`src/rtl/twd_pkg.sv`:
```
package twd_pkg;
  parameter int RATE_W = 3;

  typedef struct packed {
    logic              wake_dis;
    logic              pullup_dis;
    logic              clk_sel;
    logic              edge_fall;
    logic              ps_to_wdt;
    logic [RATE_W-1:0] rate;
  } cfg_t;

  localparam int CFG_W = $bits(cfg_t);
endpackage

```
`src/rtl/twd_cfg_reg.sv`:
```
module twd_cfg_reg
  import twd_pkg::*;
(
  input  logic             clk_i,
  input  logic             rst_ni,
  input  logic             we_i,
  input  logic [CFG_W-1:0] wdata_i,
  output cfg_t             cfg_o
);
  cfg_t cfg_q;

  always_ff @(posedge clk_i) begin
    if (!rst_ni)   cfg_q <= cfg_t'({CFG_W{1'b1}});
    else if (we_i) cfg_q <= cfg_t'(wdata_i);
  end

  assign cfg_o = cfg_q;

  assert_cfg_load_R2: assert property (@(posedge clk_i) disable iff (!rst_ni)
    we_i |=> (cfg_q == cfg_t'($past(wdata_i))));
endmodule

```
`src/rtl/twd_edge_sync.sv`:
```
module twd_edge_sync #(
  parameter int STAGES = 2
) (
  input  logic clk_i,
  input  logic rst_ni,
  input  logic async_i,
  output logic rise_o,
  output logic fall_o
);
  logic [STAGES:0] chain_q;

  always_ff @(posedge clk_i) begin
    if (!rst_ni) chain_q <= '0;
    else         chain_q <= {chain_q[STAGES-1:0], async_i};
  end

  assign rise_o =  chain_q[STAGES-1] & ~chain_q[STAGES];
  assign fall_o = ~chain_q[STAGES-1] &  chain_q[STAGES];

  assert_edge_excl_R4: assert property (@(posedge clk_i) disable iff (!rst_ni)
    $onehot0({rise_o, fall_o}));
endmodule

```
`src/rtl/twd_prescaler.sv`:
```
module twd_prescaler #(
  parameter int PS_W = 8,
  parameter int SH_W = $clog2(PS_W + 1)
) (
  input  logic            clk_i,
  input  logic            rst_ni,
  input  logic            clr_i,
  input  logic            in_i,
  input  logic [SH_W-1:0] shift_i,
  output logic            out_o
);
  logic [PS_W-1:0] cnt_q;
  logic [PS_W-1:0] mask;

  for (genvar i = 0; i < PS_W; i++) begin : g_mask
    assign mask[i] = (SH_W'(i) < shift_i);
  end

  always_ff @(posedge clk_i) begin
    if (!rst_ni)    cnt_q <= '0;
    else if (clr_i) cnt_q <= '0;
    else if (in_i)  cnt_q <= cnt_q + 1'b1;
  end

  assign out_o = in_i && !clr_i && (&(cnt_q | ~mask));

  assert_clear_empties_R8: assert property (@(posedge clk_i) disable iff (!rst_ni)
    clr_i |=> (cnt_q == '0));
endmodule

```
`src/rtl/twd_timer.sv`:
```
module twd_timer #(
  parameter int W = 8
) (
  input  logic         clk_i,
  input  logic         rst_ni,
  input  logic         tick_i,
  input  logic         we_i,
  input  logic [W-1:0] wdata_i,
  input  logic         ovf_clr_i,
  output logic [W-1:0] cnt_o,
  output logic         ovf_o
);
  logic [W-1:0] cnt_q;
  logic         ovf_q;
  logic         wrap;

  assign wrap = tick_i && !we_i && (&cnt_q);

  always_ff @(posedge clk_i) begin
    if (!rst_ni)     cnt_q <= '0;
    else if (we_i)   cnt_q <= wdata_i;
    else if (tick_i) cnt_q <= cnt_q + 1'b1;
  end

  always_ff @(posedge clk_i) begin
    if (!rst_ni)        ovf_q <= 1'b0;
    else if (wrap)      ovf_q <= 1'b1;
    else if (ovf_clr_i) ovf_q <= 1'b0;
  end

  assign cnt_o = cnt_q;
  assign ovf_o = ovf_q;

  assert_wrap_sets_flag_R7: assert property (@(posedge clk_i) disable iff (!rst_ni)
    (tick_i && !we_i && cnt_q == {W{1'b1}}) |=> (ovf_q && cnt_q == '0));
  assert_flag_sticky_R7: assert property (@(posedge clk_i) disable iff (!rst_ni)
    (ovf_q && !ovf_clr_i) |=> ovf_q);
  assert_write_wins_R10: assert property (@(posedge clk_i) disable iff (!rst_ni)
    we_i |=> (cnt_q == $past(wdata_i)));
endmodule

```
`src/rtl/twd_watchdog.sv`:
```
module twd_watchdog #(
  parameter int LIMIT = 16,
  parameter int CW    = $clog2(LIMIT + 1)
) (
  input  logic clk_i,
  input  logic rst_ni,
  input  logic clr_i,
  input  logic tick_i,
  output logic timeout_o
);
  localparam logic [CW-1:0] LAST = CW'(LIMIT - 1);

  logic [CW-1:0] cnt_q;
  logic          to_q;
  logic          expire;

  assign expire = tick_i && !clr_i && (cnt_q == LAST);

  always_ff @(posedge clk_i) begin
    if (!rst_ni)     cnt_q <= '0;
    else if (clr_i)  cnt_q <= '0;
    else if (expire) cnt_q <= '0;
    else if (tick_i) cnt_q <= cnt_q + 1'b1;
  end

  always_ff @(posedge clk_i) begin
    if (!rst_ni) to_q <= 1'b0;
    else         to_q <= expire;
  end

  assign timeout_o = to_q;

  assert_timeout_follows_tick_R9: assert property (@(posedge clk_i) disable iff (!rst_ni)
    timeout_o |-> $past(tick_i && !clr_i));
  assert_clear_blocks_timeout_R9: assert property (@(posedge clk_i) disable iff (!rst_ni)
    clr_i |=> !timeout_o);
endmodule

```
`src/rtl/tmr_wdt_shared.sv`:
```
module tmr_wdt_shared
  import twd_pkg::*;
#(
  parameter int TMR_W     = 8,
  parameter int PS_W      = 8,
  parameter int WDT_LIMIT = 16,
  parameter int SYNC_STG  = 2
) (
  input  logic             clk_i,
  input  logic             rst_ni,
  input  logic             cfg_we_i,
  input  logic [CFG_W-1:0] cfg_wdata_i,
  input  logic             insn_tick_i,
  input  logic             ext_clk_i,
  input  logic             tmr_we_i,
  input  logic [TMR_W-1:0] tmr_wdata_i,
  input  logic             ovf_clr_i,
  input  logic             wdt_tick_i,
  input  logic             wdt_clr_i,
  output logic [TMR_W-1:0] tmr_count_o,
  output logic             tmr_ovf_o,
  output logic             wdt_timeout_o,
  output logic             ext_force_in_o,
  output logic             wake_dis_o,
  output logic             pullup_dis_o
);
  localparam int SH_W = $clog2(PS_W + 1);

  cfg_t            cfg;
  logic            ext_rise, ext_fall, ext_evt, src_evt;
  logic            ps_in, ps_out, ps_clr;
  logic [SH_W-1:0] shift;
  logic            tmr_tick, wdt_evt;

  twd_cfg_reg u_cfg (
    .clk_i, .rst_ni, .we_i(cfg_we_i), .wdata_i(cfg_wdata_i), .cfg_o(cfg)
  );

  twd_edge_sync #(.STAGES(SYNC_STG)) u_sync (
    .clk_i, .rst_ni, .async_i(ext_clk_i), .rise_o(ext_rise), .fall_o(ext_fall)
  );

  assign ext_evt = cfg.edge_fall ? ext_fall : ext_rise;
  assign src_evt = cfg.clk_sel ? ext_evt : insn_tick_i;

  assign shift  = cfg.ps_to_wdt ? SH_W'(cfg.rate) : SH_W'(cfg.rate) + 1'b1;
  assign ps_in  = cfg.ps_to_wdt ? wdt_tick_i : src_evt;
  assign ps_clr = wdt_clr_i || (tmr_we_i && !cfg.ps_to_wdt);

  twd_prescaler #(.PS_W(PS_W)) u_ps (
    .clk_i, .rst_ni, .clr_i(ps_clr), .in_i(ps_in), .shift_i(shift), .out_o(ps_out)
  );

  assign tmr_tick = cfg.ps_to_wdt ? src_evt : ps_out;
  assign wdt_evt  = cfg.ps_to_wdt ? ps_out : wdt_tick_i;

  twd_timer #(.W(TMR_W)) u_tmr (
    .clk_i, .rst_ni, .tick_i(tmr_tick), .we_i(tmr_we_i), .wdata_i(tmr_wdata_i),
    .ovf_clr_i, .cnt_o(tmr_count_o), .ovf_o(tmr_ovf_o)
  );

  twd_watchdog #(.LIMIT(WDT_LIMIT)) u_wdt (
    .clk_i, .rst_ni, .clr_i(wdt_clr_i), .tick_i(wdt_evt), .timeout_o(wdt_timeout_o)
  );

  assign ext_force_in_o = cfg.clk_sel;
  assign wake_dis_o     = cfg.wake_dis;
  assign pullup_dis_o   = cfg.pullup_dis;

  assert_cfg_ignored_ticks_R3: assert property (@(posedge clk_i) disable iff (!rst_ni)
    (cfg.clk_sel && !ext_evt && !tmr_we_i) |=> $stable(tmr_count_o));
endmodule

```
`config.mk`:
```
export PLATFORM = sky130hd
export DESIGN_NAME = tmr_wdt_shared
export DESIGN_NICKNAME = d
export VERILOG_FILES = /design/src/rtl/twd_pkg.sv /design/src/rtl/twd_cfg_reg.sv /design/src/rtl/twd_edge_sync.sv /design/src/rtl/twd_prescaler.sv /design/src/rtl/twd_timer.sv /design/src/rtl/twd_watchdog.sv /design/src/rtl/tmr_wdt_shared.sv
export SDC_FILE = /design/constraint.sdc
export NUM_CORES = 1
export LEC_CHECK = 0
export CAP_MARGIN = 10
export CORE_MARGIN = 10
export CORE_UTILIZATION = 54
export CTS_CLUSTER_SIZE = 14
export DETAILED_ROUTE_END_ITERATION = 16
export PLACE_DENSITY = 0.8
export SYNTH_ARGS = -nofsm -noshare
export SYNTH_HDL_FRONTEND = slang
export SYNTH_SLANG_ARGS = --single-unit
export TNS_END_PERCENT = 20
```
`constraint.sdc`:
```
create_clock -name clk_i -period 3.82 [get_ports clk_i]
set_input_delay 0.764 -clock clk_i [delete_from_list [all_inputs] [get_ports clk_i]]
set_output_delay 0.764 -clock clk_i [all_outputs]
set_load 0.005 [all_outputs]
```
==> impl_metrics.sql <==
INSERT INTO impl_metrics (metric_group, metric, value, unit) VALUES
('outcome', 'status', 'complete, no violations', ''),
('final_layout', 'final-seq-area', '681', 'µm²'),
('sta', 'timing.final.crit_share', '73.2', '%'),
('sta', 'rsz_0062_raised_after_global_routing', 'false', ''),
('clocking', 'post_cts.resized_instances', '0', ''),
('clocking', 'cts_bufs_inserted', '5', ''),
('floorplanning', 'io_pins', '38', ''),
('clocking', 'postCtsSetupBuffers', '0', ''),
('sta', 'final_clock_skew', '0.0120', 'ns'),
('placement', 'gp_congestion', '0.811', ''),
('floorplanning', 'floorplan_core_area', '3080', 'µm²'),
('sta', 'max_freq', '0.358', 'GHz'),
('critical_path', 'worst-setup-path-type', 'in -> reg', ''),
('synth', 'post_synth_xor_area_fraction', '3.98', '%'),
('synth', 'nets_in_the_synthesized_netlist', '233', ''),
('synth', 'post_synth_instance_area', '1760', 'µm²'),
('grt', 'aggregate_global_routing_overflow', '0', ''),
('floorplanning', 'initial_utilization', '57.2', '%'),
('grt', 'pin_count_of_the_biggest_net_entering_global_routing', '25', ''),
('synth', 'compound_cell_area_share_of_the_yosys_netlist', '15.6', '%'),
('sta', 'hold_viol', '0', ''),
('synth', 'ys_types', '44', ''),
('critical_path', 'worstRegToRegCells', '7', ''),
('critical_path', 'timing.critical_path.required', '4.10', 'ns'),
('synth', 'yosys_warnings', '0', ''),
('power', 'power_per_cell_area', '323', 'nW/µm²'),
('drt', 'drtAntennaViolNets', '0', ''),
('critical_path', 'cp.arrival', '3.08', 'ns'),
('sta', 'final.hold.worst_slack', '0.441', 'ns'),
('grt', 'initial_antenna_violation_count', '0', ''),
('sta', 'timing_worst_slew_pin_value', '0.689', 'ns'),
('placement', 'dp_hpwl', '3100', 'µm'),
('grt', 'grt_pass1_vias', '1523', ''),
('power', 'ir_worst_vdd', '0.205', 'mV'),
('sta', 'slew_viol_final', '0', ''),
('sta', 'setup_viols_final', '0', ''),
('synth', 'post_synth_and_or_nand_nor_area_fraction', '26.0', '%'),
('grt', 'grt_use_total', '13.9', '%'),
('synth', 'largest_family_of_logic_cells_by_synthesized_area', 'simple AND/OR/NAND/NOR gates', ''),
('clocking', 'clk-insertion-delay-late', '0.35', 'ns'),
('floorplanning', 'die_h', '77.1', 'µm'),
('drt', 'drtIter0Drc', '119', ''),
('final_layout', 'final_layout_size_suffix_gt1_share', '4.60', '%'),
('synth', 'synth.yosys.seq_area_share', '38.6', '%'),
('clocking', 'clock-sinks', '34', ''),
('clocking', 'clock_path_buffers', '2', ''),
('final_layout', 'area_growth_syn_to_layout', '24.9', '%'),
('drt', 'detail_route.first_pass.iterations', '4', ''),
('clocking', 'ctsRootBufferMaster', 'clkbuf_4', ''),
('critical_path', 'reg2reg_setup_slack', '1.22', 'ns'),
('drt', 'vias', '1616', ''),
('floorplanning', 'fp-row-count', '20', ''),
('final_layout', 'finish.net_count', '268', ''),
('worst_hold_path', 'min_path_type', 'reg -> reg', ''),
('synth', 'synth.area.mux_share', '8.10', '%'),
('synth', 'yosys.area_share.adder', '3.55', '%'),
('flow_run', 'timing.max_cap.violations', '0', ''),
('drt', 'drcViolationCount', '0', ''),
('synth', 'synthesis.instances', '203', ''),
('power', 'power.leakage', '0.836', 'nW'),
('drt', 'routed_wire_length_per_instance', '14.7', 'µm'),
('final_layout', 'layout.filler_cells', '246', ''),
('synth', 'count_of_flip_flops_with_a_built_in_enable_after_synthesis', '0', ''),
('drt', 'drt_wl_total', '4170', 'µm'),
('sta', 'final.setup.tns', '0', 'ns'),
('final_layout', 'antenna_cells', '0', ''),
('clocking', 'postCtsHoldBufs', '0', ''),
('clocking', 'ctsHtreeMaxLevel', '2', ''),
('worst_hold_path', 'hold-path-cell-count', '1', ''),
('clocking', 'worst_setup_hold_path_clk_slew', '0.11', 'ns'),
('grt', 'grt_pass1_wl', '6950', 'µm'),
('placement', 'port_buffers', '37', ''),
('floorplanning', 'die_width', '77.1', 'µm'),
('critical_path', 'cp_max_fanout', '14', ''),
('drt', 'vias_per_cell', '5.71', ''),
('synth', 'async_reset_ff_share', '0', '%'),
('floorplanning', 'floorplan.die_area', '5950', 'µm²'),
('critical_path', 'end_kind', 'flip-flop', ''),
('sta', 'layout_min_cycle_time', '2.80', 'ns'),
('synth', 'postSynthRegisterBits', '34', ''),
('final_layout', 'multi_input_area', '1010', 'µm²'),
('synth', 'syn-mean-instance-area', '8.68', 'µm²'),
('critical_path', 'critPathLaunchType', 'primary input', ''),
('sta', 'maxSlewHeadroom', '54.1', '%'),
('clocking', 'cts_tree', 'yes', ''),
('synth', 'yosys_most_used_dff', 'dfxtp_1', '');
final timing paths:
kind	startpoint	end
worst max-delay path	tmr_we_i	u_tmr.cnt_o[4]
worst max register to register	u_cfg.cfg_o[0]	u_tmr.cnt_o[4]
worst min-delay path	u_sync.chain_q[0]	u_sync.chain_q[1]
worst min register to register	u_sync.chain_q[0]	u_sync.chain_q[1]
metrics by stage:
stage	utilization, %	total power (W)	setup slack, ns	cells	cell area [µm²]
floorplan	-	0.000452	1.59	203	1760
global placement	69.5	0.000502	0.808	275	2140
detailed placement	69.5	0.000507	0.702	275	2140
CTS	71.5	0.000711	1.05	283	2200
global route	71.5	0.000740	0.945	283	2200
finish	71.5	0.000710	1.02	283	2200
where the power goes:
group          internal (W)  switching (W)  total [W]  leakage [nW]
clock             0.0000891       0.000121   0.000210        0.0353
combinational     0.0000636      0.0000508   0.000114         0.522
sequential         0.000368      0.0000170   0.000385         0.279
total              0.000521       0.000189   0.000710         0.836
flip-flops by register name, summed over array words and instances (netlist names):
register and cells:
u_sync.chain_q 3, u_wdt.cnt_q 5, u_cfg.cfg_o 8, u_ps.cnt_q 8
u_tmr.cnt_o 8, u_tmr.ovf_o 1, u_wdt.timeout_o 1
logic make-up after synthesis:
group | after synthesis
muxes | 14
adders and majority gates | 5
buffers and inverters | 15
DFF | 34
AOI/OAI and AO/OA | 41
xor gates and xnor gates | 8
and+or+nand+nor | 86
cell usage in the layout, fill, tap and decap left out, types with 6 or more instances in the layout:
| cell type | n |
|---|---|
| clkdlybuf4s50_1 | 37 |
| nand2_1 | 20 |
| or3_1 | 6 |
| nand3_1 | 8 |
| xor2_1 | 7 |
| dfxtp_1 | 34 |
| a21oi_1 | 7 |
| o21ai_0 | 8 |
| mux2i_1 | 12 |
| nor2_1 | 16 |
| nand2b_1 | 7 |
worst max-delay path, cell delays in order:
cell and delay, ns:
clkdlybuf4s50_1 0.55, a221o_1 0.44, a2111oi_2 0.25, o221ai_2 0.33, or4_1 0.56, a31oi_1 0.17
per-layer routing:
layer	up-vias	part of all wire [%]	GRT usage, %	routed length, µm
met5	-	0	0	0
met4	0	2.7	6.39	113
met3	14	7.6	5.48	315
met2	51	48	21.8	2000
met1	743	42	16.3	1740
li1	808	-	-	-
synthesized netlist by cell type, types with 2 or more instances:
master,n,area (µm²)
a31oi_1,5,31.3
mux2i_1,12,120
a21oi_1,7,35.0
inv_1,4,15.0
o21ai_0,8,40.0
nand2b_1,7,43.8
or4_1,2,15.0
o31ai_1,3,22.5
o21a_1,2,15.0
nand3_1,8,40.0
ha_1,5,62.6
nor4_1,4,25.0
nand2_1,20,75.1
o211ai_1,4,30.0
xor2_1,7,61.3
and3_1,4,25.0
o21ai_1,5,25.0
and2_1,4,25.0
nand4_1,4,25.0
buf_6,2,22.5
or3_1,6,37.5
nor2_1,16,60.1
dfxtp_1,34,681
nor2b_1,3,18.8
nand3b_1,3,22.5
buf_2,2,10.0
clkbuf_1,5,18.8
cell type report:
class | instances | area share (%)
clock buffers | 7 | 2.50
clock inverters | 1 | 0.228
well taps | 44 | 2.50
multi-input cells | 154 | 45.8
flip-flops and latches | 34 | 30.9
inverters | 5 | 0.853
repair buffers | 38 | 17.2
Power figures use the tool's default switching activity.
